`src/rtl/pm_pkg.sv`:
```
package pm_pkg;
  localparam int WORD_W  = 16;
  localparam int CH_W    = 8;
  localparam int N_CH    = 3;
  localparam int Z_W     = 32;
  localparam int PIX_W   = (N_CH + 1) * CH_W + Z_W;
  localparam int N_WORDS = PIX_W / WORD_W;
  localparam int WIDX_W  = $clog2(N_WORDS);
  localparam int PROD_W  = 2 * CH_W;
  localparam logic [CH_W-1:0] CH_MAX = {CH_W{1'b1}};

  typedef struct packed {
    logic [Z_W-1:0]  z;
    logic [CH_W-1:0] a;
    logic [CH_W-1:0] b;
    logic [CH_W-1:0] g;
    logic [CH_W-1:0] r;
  } pix_t;

  typedef enum logic [1:0] {
    MODE_DEPTH = 2'd0,
    MODE_BLEND = 2'd1,
    MODE_TILE  = 2'd2,
    MODE_RSVD  = 2'd3
  } mode_e;

  // rounded division of a channel product by full scale
  function automatic logic [CH_W-1:0] div_fs(input logic [PROD_W-1:0] p);
    logic [PROD_W:0] t;
    logic [PROD_W:0] u;
    t = {1'b0, p} + (PROD_W+1)'(1 << (CH_W - 1));
    u = t + (t >> CH_W);
    return u[PROD_W-1:CH_W];
  endfunction
endpackage

```
`src/rtl/pm_deser.sv`:
```
module pm_deser
  import pm_pkg::*;
(
  input  logic              clk_i,
  input  logic              rst_ni,
  input  logic              take_i,
  input  logic [WIDX_W-1:0] idx_i,
  input  logic [WORD_W-1:0] word_i,
  output pix_t              pix_o
);
  logic [N_WORDS-2:0][WORD_W-1:0] hold_q;

  always_ff @(posedge clk_i or negedge rst_ni) begin
    if (!rst_ni) begin
      hold_q <= '0;
    end else if (take_i) begin
      for (int k = 0; k < N_WORDS - 1; k++) begin
        if (idx_i == WIDX_W'(k)) hold_q[k] <= word_i;
      end
    end
  end

  // last word bypasses the holding slots
  assign pix_o = pix_t'({word_i, hold_q});
endmodule

```
`src/rtl/pm_scan.sv`:
```
module pm_scan #(
  parameter int CW = 16
) (
  input  logic          clk_i,
  input  logic          rst_ni,
  input  logic          clr_i,
  input  logic          step_i,
  input  logic [CW-1:0] w_i,
  input  logic [CW-1:0] h_i,
  output logic [CW-1:0] x_o,
  output logic [CW-1:0] y_o
);
  logic [CW-1:0] x_q, y_q;

  always_ff @(posedge clk_i or negedge rst_ni) begin
    if (!rst_ni) begin
      x_q <= '0;
      y_q <= '0;
    end else if (clr_i) begin
      x_q <= '0;
      y_q <= '0;
    end else if (step_i) begin
      if (x_q >= w_i - CW'(1)) begin
        x_q <= '0;
        y_q <= (y_q >= h_i - CW'(1)) ? '0 : y_q + CW'(1);
      end else begin
        x_q <= x_q + CW'(1);
      end
    end
  end

  assign x_o = x_q;
  assign y_o = y_q;
endmodule

```
`src/rtl/pm_blend.sv`:
```
module pm_blend
  import pm_pkg::*;
(
  input  pix_t src_i,
  input  pix_t dst_i,
  output pix_t pix_o
);
  logic [N_CH-1:0][CH_W-1:0] cs, cd, co;
  logic [CH_W-1:0]   inv_a;
  logic [PROD_W-1:0] pa;

  assign cs    = {src_i.b, src_i.g, src_i.r};
  assign cd    = {dst_i.b, dst_i.g, dst_i.r};
  assign inv_a = CH_MAX - src_i.a;

  for (genvar c = 0; c < N_CH; c++) begin : g_ch
    logic [PROD_W-1:0] p;
    assign p = PROD_W'(src_i.a) * PROD_W'(cs[c]) + PROD_W'(inv_a) * PROD_W'(cd[c]);
    assign co[c] = div_fs(p);
  end

  assign pa = PROD_W'(dst_i.a) * PROD_W'(inv_a);

  always_comb begin
    pix_o.r = co[0];
    pix_o.g = co[1];
    pix_o.b = co[2];
    pix_o.a = src_i.a + div_fs(pa);
    pix_o.z = (src_i.z < dst_i.z) ? src_i.z : dst_i.z;
  end
endmodule

```
`src/rtl/pm_merge.sv`:
```
module pm_merge
  import pm_pkg::*;
#(
  parameter int CW = 16
) (
  input  mode_e         mode_i,
  input  pix_t          loc_i,
  input  pix_t          ups_i,
  input  logic [CW-1:0] x_i,
  input  logic [CW-1:0] y_i,
  input  logic [CW-1:0] x_lo_i,
  input  logic [CW-1:0] x_hi_i,
  input  logic [CW-1:0] y_lo_i,
  input  logic [CW-1:0] y_hi_i,
  output pix_t          pix_o
);
  pix_t blend;
  logic near_loc, in_zone;

  pm_blend u_blend (
    .src_i (loc_i),
    .dst_i (ups_i),
    .pix_o (blend)
  );

  assign near_loc = (loc_i.z <= ups_i.z);
  assign in_zone  = (x_i >= x_lo_i) && (x_i <= x_hi_i) &&
                    (y_i >= y_lo_i) && (y_i <= y_hi_i);

  always_comb begin
    unique case (mode_i)
      MODE_BLEND: pix_o = blend;
      MODE_TILE:  pix_o = in_zone ? loc_i : ups_i;
      default:    pix_o = near_loc ? loc_i : ups_i;
    endcase
  end
endmodule

```
`src/rtl/pm_ser.sv`:
```
module pm_ser
  import pm_pkg::*;
(
  input  logic              clk_i,
  input  logic              rst_ni,
  input  logic              load_i,
  input  pix_t              pix_i,
  input  logic              ready_i,
  output logic              valid_o,
  output logic [WORD_W-1:0] word_o,
  output logic              free_o
);
  localparam logic [WIDX_W-1:0] LAST = WIDX_W'(N_WORDS - 1);

  logic [N_WORDS-1:0][WORD_W-1:0] buf_q;
  logic [WIDX_W-1:0]              idx_q;
  logic                           busy_q;

  always_ff @(posedge clk_i or negedge rst_ni) begin
    if (!rst_ni) begin
      buf_q  <= '0;
      idx_q  <= '0;
      busy_q <= 1'b0;
    end else if (load_i) begin
      buf_q  <= pix_i;
      idx_q  <= '0;
      busy_q <= 1'b1;
    end else if (busy_q && ready_i) begin
      idx_q <= (idx_q == LAST) ? '0 : idx_q + WIDX_W'(1);
      if (idx_q == LAST) busy_q <= 1'b0;
    end
  end

  assign valid_o = busy_q;
  assign word_o  = buf_q[idx_q];
  // buffer can take a new pixel at the coming edge
  assign free_o  = !busy_q || (idx_q == LAST && ready_i);
endmodule

```
`src/rtl/pix_merge.sv`:
```
module pix_merge
  import pm_pkg::*;
#(
  parameter int COORD_W   = 16,
  parameter int SCR_W_DEF = 640,
  parameter int SCR_H_DEF = 480
) (
  input  logic                 clk_i,
  input  logic                 rst_ni,
  input  logic                 frame_start_i,
  input  logic                 cfg_we_i,
  input  logic [1:0]           cfg_addr_i,
  input  logic [2*COORD_W-1:0] cfg_wdata_i,
  input  logic                 in_en_i,
  input  logic [WORD_W-1:0]    loc_word_i,
  input  logic [WORD_W-1:0]    ups_word_i,
  output logic                 in_rdy_o,
  output logic                 out_valid_o,
  output logic [WORD_W-1:0]    out_data_o,
  input  logic                 out_ready_i
);
  localparam int N_STREAM = 2;
  localparam logic [WIDX_W-1:0] LAST = WIDX_W'(N_WORDS - 1);

  // configuration
  mode_e              mode_q;
  logic [COORD_W-1:0] scr_w_q, scr_h_q, x_lo_q, x_hi_q, y_lo_q, y_hi_q;

  always_ff @(posedge clk_i or negedge rst_ni) begin
    if (!rst_ni) begin
      mode_q  <= MODE_DEPTH;
      scr_w_q <= COORD_W'(SCR_W_DEF);
      scr_h_q <= COORD_W'(SCR_H_DEF);
      x_lo_q  <= '0;
      x_hi_q  <= '0;
      y_lo_q  <= '0;
      y_hi_q  <= '0;
    end else if (cfg_we_i) begin
      unique case (cfg_addr_i)
        2'd0: mode_q <= mode_e'(cfg_wdata_i[1:0]);
        2'd1: {scr_h_q, scr_w_q} <= cfg_wdata_i;
        2'd2: {x_hi_q, x_lo_q}   <= cfg_wdata_i;
        default: {y_hi_q, y_lo_q} <= cfg_wdata_i;
      endcase
    end
  end

  // input word tracking, shared by both streams
  logic [WIDX_W-1:0] widx_q;
  logic              ser_free, take, pix_done;

  assign in_rdy_o = (widx_q != LAST) || ser_free;
  assign take     = in_en_i && in_rdy_o;
  assign pix_done = take && (widx_q == LAST);

  always_ff @(posedge clk_i or negedge rst_ni) begin
    if (!rst_ni)   widx_q <= '0;
    else if (take) widx_q <= (widx_q == LAST) ? '0 : widx_q + WIDX_W'(1);
  end

  logic [N_STREAM-1:0][WORD_W-1:0] in_words;
  pix_t                            str_pix [N_STREAM];

  assign in_words[0] = loc_word_i;
  assign in_words[1] = ups_word_i;

  for (genvar s = 0; s < N_STREAM; s++) begin : g_str
    pm_deser u_des (
      .clk_i  (clk_i),
      .rst_ni (rst_ni),
      .take_i (take),
      .idx_i  (widx_q),
      .word_i (in_words[s]),
      .pix_o  (str_pix[s])
    );
  end

  // scan position
  logic [COORD_W-1:0] scan_x, scan_y;

  pm_scan #(.CW(COORD_W)) u_scan (
    .clk_i  (clk_i),
    .rst_ni (rst_ni),
    .clr_i  (frame_start_i),
    .step_i (pix_done),
    .w_i    (scr_w_q),
    .h_i    (scr_h_q),
    .x_o    (scan_x),
    .y_o    (scan_y)
  );

  pix_t merged;

  pm_merge #(.CW(COORD_W)) u_merge (
    .mode_i (mode_q),
    .loc_i  (str_pix[0]),
    .ups_i  (str_pix[1]),
    .x_i    (scan_x),
    .y_i    (scan_y),
    .x_lo_i (x_lo_q),
    .x_hi_i (x_hi_q),
    .y_lo_i (y_lo_q),
    .y_hi_i (y_hi_q),
    .pix_o  (merged)
  );

  pm_ser u_ser (
    .clk_i   (clk_i),
    .rst_ni  (rst_ni),
    .load_i  (pix_done),
    .pix_i   (merged),
    .ready_i (out_ready_i),
    .valid_o (out_valid_o),
    .word_o  (out_data_o),
    .free_o  (ser_free)
  );
endmodule

```
`config.mk`:
```
export PLATFORM = sky130hd
export DESIGN_NAME = pix_merge
export DESIGN_NICKNAME = d
export VERILOG_FILES = /design/src/rtl/pm_pkg.sv /design/src/rtl/pm_deser.sv /design/src/rtl/pm_scan.sv /design/src/rtl/pm_blend.sv /design/src/rtl/pm_merge.sv /design/src/rtl/pm_ser.sv /design/src/rtl/pix_merge.sv
export SDC_FILE = /design/constraint.sdc
export NUM_CORES = 2
export LEC_CHECK = 0
export ABC_CLOCK_PERIOD_IN_PS = 13600
export BUFFER_PORTS_ARGS = -buffer_cell sky130_fd_sc_hd__buf_2
export CORE_ASPECT_RATIO = 2
export CORE_MARGIN = 2
export CORE_UTILIZATION = 50
export CTS_CLUSTER_DIAMETER = 40
export DETAILED_ROUTE_END_ITERATION = 16
export PLACE_DENSITY = 0.69
export REMOVE_ABC_BUFFERS = 1
export SYNTH_ARGS = -nofsm -noshare
export SYNTH_HDL_FRONTEND = slang
export SYNTH_HIERARCHICAL = 1
export SYNTH_SLANG_ARGS = --single-unit
```
`constraint.sdc`:
```
create_clock -name clk_i -period 13.6 [get_ports clk_i]
set_input_delay 1.36 -clock clk_i [delete_from_list [all_inputs] [get_ports clk_i]]
set_output_delay 1.36 -clock clk_i [all_outputs]
set_load 0.03 [all_outputs]
```
Word-level counts from Yosys, hierarchy flattened
Index checks and enable logic that the tools add are counted.
W data, S select, Z words.
{ "word_totals": {"in_bits": 72, "reg_bits": 295, "elab_cells": 113, "out_inout_bits": 18} }
{ "op_classes": {"n_mux": 20, "add_sub_neg": 19, "n_reduce_logical": 26, "mul": 7, "n_eq_ne": 9, "bitwise_logic": 1, "magnitude_cmp": 9} }
{ "ops": {"columns": ["cell", "count"], "rows": [
  ["$mux W16", 8],
  ["$mux W64", 2],
  ["$pmux W64 S2", 1],
  ["$mul A8 B8 Y16", 7],
  ["$add A16 B8 Y17 const B", 4],
  ["$add A16 B9 Y16", 4],
  ["$ge A16 B16 Y1", 4],
  ["$add A16 B16 Y16", 3],
  ["$add A16 B1 Y16 const B", 2],
  ["$bmux W16 S2", 1],
  ["$le A16 B16 Y1", 2],
  ["$le A32 B32 Y1", 1],
  ["$lt A32 B32 Y1", 1],
  ["$mux W32", 1],
  ["$sub A16 B1 Y16 const B", 2],
  ["$reduce_and A2 Y1", 9],
  ["$eq A2 B2 Y1 const B", 5],
  ["$add A8 B8 Y8", 1],
  ["$mux W2", 4],
  ["$reduce_bool A2 Y1", 4],
  ["$sub A8 B8 Y8 const A", 1],
  ["$logic_and A1 B1 Y1", 7],
  ["$eq A2 B1 Y1 const B", 3],
  ["$add A2 B1 Y2 const B", 2],
  ["8 further kinds", 12]
]} }

Logic depth before layout (Yosys ltp)
{ "depth": {"ltp_word": 8, "mapped_depth": 43, "mapped_depth_nobuf": 41} }

Modules after synthesis
The synthesis kept the hierarchy.
{ "modules_own_cells": {"columns": ["mod", "n_inst", "seq_area_each_um2", "area_each_um2", "cells_each"], "rows": [
  ["pm_blend", 1, 0.0, 19164.6, 2238],
  ["pm_merge", 1, 0.0, 6256.0, 917],
  ["pm_deser", 2, 1201.2, 1935.6, 118],
  ["pix_merge", 1, 2509.9, 3789.9, 219],
  ["pm_ser", 1, 1676.6, 2941.6, 168],
  ["pm_scan", 1, 800.8, 2805.2, 321]
]} }

Worst setup path before layout
OpenSTA, ideal clock, no wires.
{ "synth_timing": {"kind": "reg-to-reg", "from": "reg g_str[0].u_des.hold_q, in the netlist g_str[0].u_des/pix_o[24]", "to": "reg u_ser/buf_q[2] (netlist name)", "setup_slack_ns": 4.787, "period_less_slack_ns": 8.813, "arrival_ns": 8.688, "setup_time_ns": 0.125, "stages_incl_launch_ff": 36, "path_cell_list": "dfrtp_1 > clkbuf_1 > clkbuf_1 > nand2_1 > fa_1 > fa_1 > fa_1 > inv_1 > fa_1 > fa_1 > inv_1 > fa_1 > inv_1 > ha_1 > o21a_1 > o31a_1 > o21a_1 > or3_1 > and2_1 > ha_1 > and3_1 > nor2_1 > ha_1 > a31o_2 > a21o_1 > a21o_1 > a21oi_1 > inv_1 > maj3_1 > a41o_1 > o21ai_0 > xnor2_1 > a21oi_1 > a41oi_1 > o211a_1 > mux2_2"} }
{ "synth_rtl": {"columns": ["item", "line_no", "source"], "rows": [
  ["start, declared", "pm_deser.sv:11", "logic [N_WORDS-2:0][WORD_W-1:0] hold_q;"],
  ["start signal, assigned by index", "pm_deser.sv:18", "if (idx_i == WIDX_W'(k)) hold_q[k] <= word_i;"],
  ["end signal, assigned", "pm_ser.sv:25", "buf_q <= pix_i;"],
  ["end, declared", "pm_ser.sv:15", "logic [N_WORDS-1:0][WORD_W-1:0] buf_q;"]
]} }

==> summary by stage <==
Detailed routing
The detail route stage leaves a number of antenna-violating nets equal to 0. The aggregate routed wire length is 118 mm. The via density per instance is about 6.1. The first detailed-routing pass took 5 iterations. After detailed routing, the number of remaining DRC violations is 0. The initial detailed-routing violation count is 2026. The wire length per cell is between 20 and 25 um. Detailed routing inserted a total of between 30000 and 40000 vias.

Clocking
After clock tree synthesis, the clock-pin slew on the worst setup and hold paths is about 60 ps. The clock root buffer is sky130_fd_sc_hd__clkbuf_16. At the later pin of the worst-skew pair, clock insertion delay measures 570 ps. The clock tree synthesis step divided the H-tree into 2 levels. The number of gates given a new drive strength after cts is 0. The deepest clock path buffer count is 3. The CTS buffer count is 38. The tree built by TritonCTS fans out to around 300 sinks. The post-cts hold buffer count is 0.

The number of buffers added for setup after CTS is 0. TritonCTS built the clock tree.

Worst setup path
The worst register-to-register path has a depth of 36. The slowest stage of the critical path belongs to the cell sky130_fd_sc_hd__dfrtp_2. The peak per-stage delay on the critical path is 850 ps. STA puts the critical path data required time at about 14000 ps.

The most frequent cell on the critical path is sky130_fd_sc_hd__fa_1. The element type at the critical path start is a flip-flop. The setup check on the worst reg-to-reg path leaves a slack of about 3700 ps. In this design, the largest share of critical-path delay is due to adder cells. The critical path class is reg2reg. At the worst endpoint, the arrival time is 10360 ps.

The capture point of the worst reg-to-reg path is u_ser/buf_q[11]. Along the worst path, the maximum fanout reaches 36. The buffer and inverter count on the worst path is 5.

The startpoint identified for the worst register-to-register timing path is g_str[0].u_des/pix_o[27]. STA classifies the critical path endpoint as a flip-flop.

Die
The die covers 80000 um^2. The initial utilization of the core area, before any placement, comes to 0.505. After floorplanning, the core was divided into approximately 140 placement rows. The floorplan step set the die height to about 400 um.

90 I/O pins were placed. The core region is 76900 um^2. The width of the die is 201 um.

Synth
The distinct cell type count after synthesis is 95. Ranked by total cell area, the synthesized netlist is headed by sky130_fd_sc_hd__dfrtp_1 (19%), sky130_fd_sc_hd__fa_1 (17%), sky130_fd_sc_hd__ha_1 (14%). Summed over all instances, the cell type with the most area after synthesis is sky130_fd_sc_hd__dfrtp_1.

The synthesized area per cell is between 9 and 10 um^2. Yosys mapped a number of flops with a built-in enable equal to 0. The area share of the leading cell type in the synthesized netlist is 0.186. The share of the Yosys chip area taken by registers is 0.190.

For this run, the leading register cell type out of synthesis is sky130_fd_sc_hd__dfrtp_1. In this run, synthesis produced a sequential element count of ~300. The netlist area before placement is 38800 um^2. The number of warning messages in the yosys log is 6. The fraction of synthesis flops using an asynchronous set or reset pin is 1.00. Synthesis produced a netlist whose cell count is a little over 4000.

Timing
At the pin with the least slew margin, the transition time is ~1100 ps. The max-slew violation total from the final report is 0. Setup repair after global routing left no endpoint under its margin.

Setup violations remaining at the end of the flow were counted as 0. The timing-limited maximum frequency is 101 MHz. Subtracting the final worst setup slack from the clock period gives 9920 ps.

The final cycle utilization of the critical path is 0.730. The clock skew is 37.2 ps. The final hold violation count came to 0.

The headroom to the max-slew limit is 0.243. Setup slack on the critical path of the routed design comes to around 3700 ps. Setup total negative slack on the finished layout was measured at 0 ps.

Global route
The initial antenna violation count came to 20. For this run, the total global-route usage over all layers was measured as 0.295. Entering global routing, the biggest net connects ~110 pins. The wire length of the first global-routing pass is around 180 mm.

The via count of the first global-routing pass is 33504. After global routing the overflow that remains totals 0.

Finish
The number of inserted filler cells in the final layout is 7132. The fraction of final layout cells with drive strength greater than 1 is 0.136. The library cells used most frequently in the layout, excluding fill and tap cells, are sky130_fd_sc_hd__inv_1 (672), sky130_fd_sc_hd__ha_1 (436), sky130_fd_sc_hd__fa_1 (326), sky130_fd_sc_hd__mux2_2 (292), sky130_fd_sc_hd__dfrtp_1 (281). The net count of the finished layout is 4884. The post-synthesis to final-layout area growth is 5.51%. The library cell used most frequently in the layout, excluding fill and tap cells, is sky130_fd_sc_hd__inv_1.

Hold path
The critical hold path startpoint is x_lo_q[12]. The path with the worst hold slack has its endpoint at x_lo_q[12]. Counting instances, the worst hold path has a depth of 1. The path category of the worst min-delay check is reg2reg.

Place
The HPWL after detailed placement is 86.5 mm. Timing analysis after detailed placement gives a worst setup slack of approximately 3800 ps. The number of port buffers is 89. The routability congestion estimate from global placement is 0.956.

Job
The reported max-cap violation count is 0.

Status
The flow ran to the end, and the final reports show no timing, DRC or antenna violations.
## synth_stat cells (35+ instances only)
library cell	count
sky130_fd_sc_hd__nor2_1	86
sky130_fd_sc_hd__buf_4	39
sky130_fd_sc_hd__nor2b_1	187
sky130_fd_sc_hd__fa_1	326
sky130_fd_sc_hd__a41oi_1	66
sky130_fd_sc_hd__a31oi_1	71
sky130_fd_sc_hd__dfrtp_1	289
sky130_fd_sc_hd__xor2_1	49
sky130_fd_sc_hd__nand2b_1	170
sky130_fd_sc_hd__a21o_1	46
sky130_fd_sc_hd__o21ai_0	128
sky130_fd_sc_hd__clkbuf_1	117
sky130_fd_sc_hd__nand2_1	178
sky130_fd_sc_hd__inv_1	672
sky130_fd_sc_hd__and2_1	116
sky130_fd_sc_hd__o211a_1	67
sky130_fd_sc_hd__o311ai_1	60
sky130_fd_sc_hd__nand3_1	35
sky130_fd_sc_hd__xnor2_1	98
sky130_fd_sc_hd__ha_1	438
sky130_fd_sc_hd__mux2_2	292
sky130_fd_sc_hd__a21oi_1	178
## per-stage QoR
stage	std cells	hold WS (ps)	utilization	cell area, um^2
floorplan	3892	472	-	37600
global placement	5030	482	0.516	39700
detailed placement	5030	488	0.516	39700
CTS	5100	507	0.532	41000
global route	5102	514	0.532	41000
finish	5106	502	0.533	41000
## worst max-delay path by stage
stage               slack [ps]                startpoint              end  cells past startpoint
floorplan                 4440  g_str[0].u_des/pix_o[24]  u_ser/buf_q[11]                     35
global placement          3920  g_str[0].u_des/pix_o[27]  u_ser/buf_q[11]                     36
detailed placement        3790  g_str[0].u_des/pix_o[27]  u_ser/buf_q[11]                     36
CTS                       3750  g_str[0].u_des/pix_o[27]  u_ser/buf_q[11]                     36
global route              3090  g_str[0].u_des/pix_o[27]  u_ser/buf_q[15]                     35
finish                    3680  g_str[0].u_des/pix_o[27]  u_ser/buf_q[11]                     36
## state kept, by name (all words and copies together), names as in the netlist
signal	count
y_hi_q	16
x_hi_q	16
u_scan/y_o	16
x_lo_q	16
u_ser/valid_o	1
y_lo_q	16
u_ser/idx_q	2
g_str.u_des/pix_o	96
u_scan/x_o	16
scr_h_q	16
widx_q	2
scr_w_q	16
mode_q	2
u_ser/buf_q	64
## metal layers
| layer | wire length, um | track usage | up-vias |
|---|---|---|---|
| met5 | 179 | 0 | - |
| met4 | 12400 | 0.269 | 26 |
| met3 | 6920 | 0.0538 | 630 |
| met2 | 60600 | 0.544 | 1255 |
| met1 | 37500 | 0.272 | 15453 |
| li1 | - | - | 13777 |
## logic make-up after synthesis
kind of cell,synth area share
simple gates,0.137
buf+inv,0.0955
fa+ha+maj,0.309
compound gates,0.136
mux,0.0959
flops,0.190
xor+xnor,0.0356
## layout make-up
| type | instances | area, um^2 | share of cell area |
|---|---|---|---|
| repair buffers | 116 | 658 | 0.0161 |
| clock buffers | 48 | 1020 | 0.0249 |
| inverters | 672 | 2520 | 0.0616 |
| flip-flops and latches | 295 | 7400 | 0.181 |
| well taps | 1022 | 1280 | 0.0312 |
| multi-input cells | 2925 | 27800 | 0.679 |
| clock inverters | 22 | 270 | 0.00660 |
| diodes | 6 | 15.0 | 0.000366 |
Power is left out: the tool's default activity adds up to more than one toggle a clock period on the data nets, which glitch-free logic cannot reach.
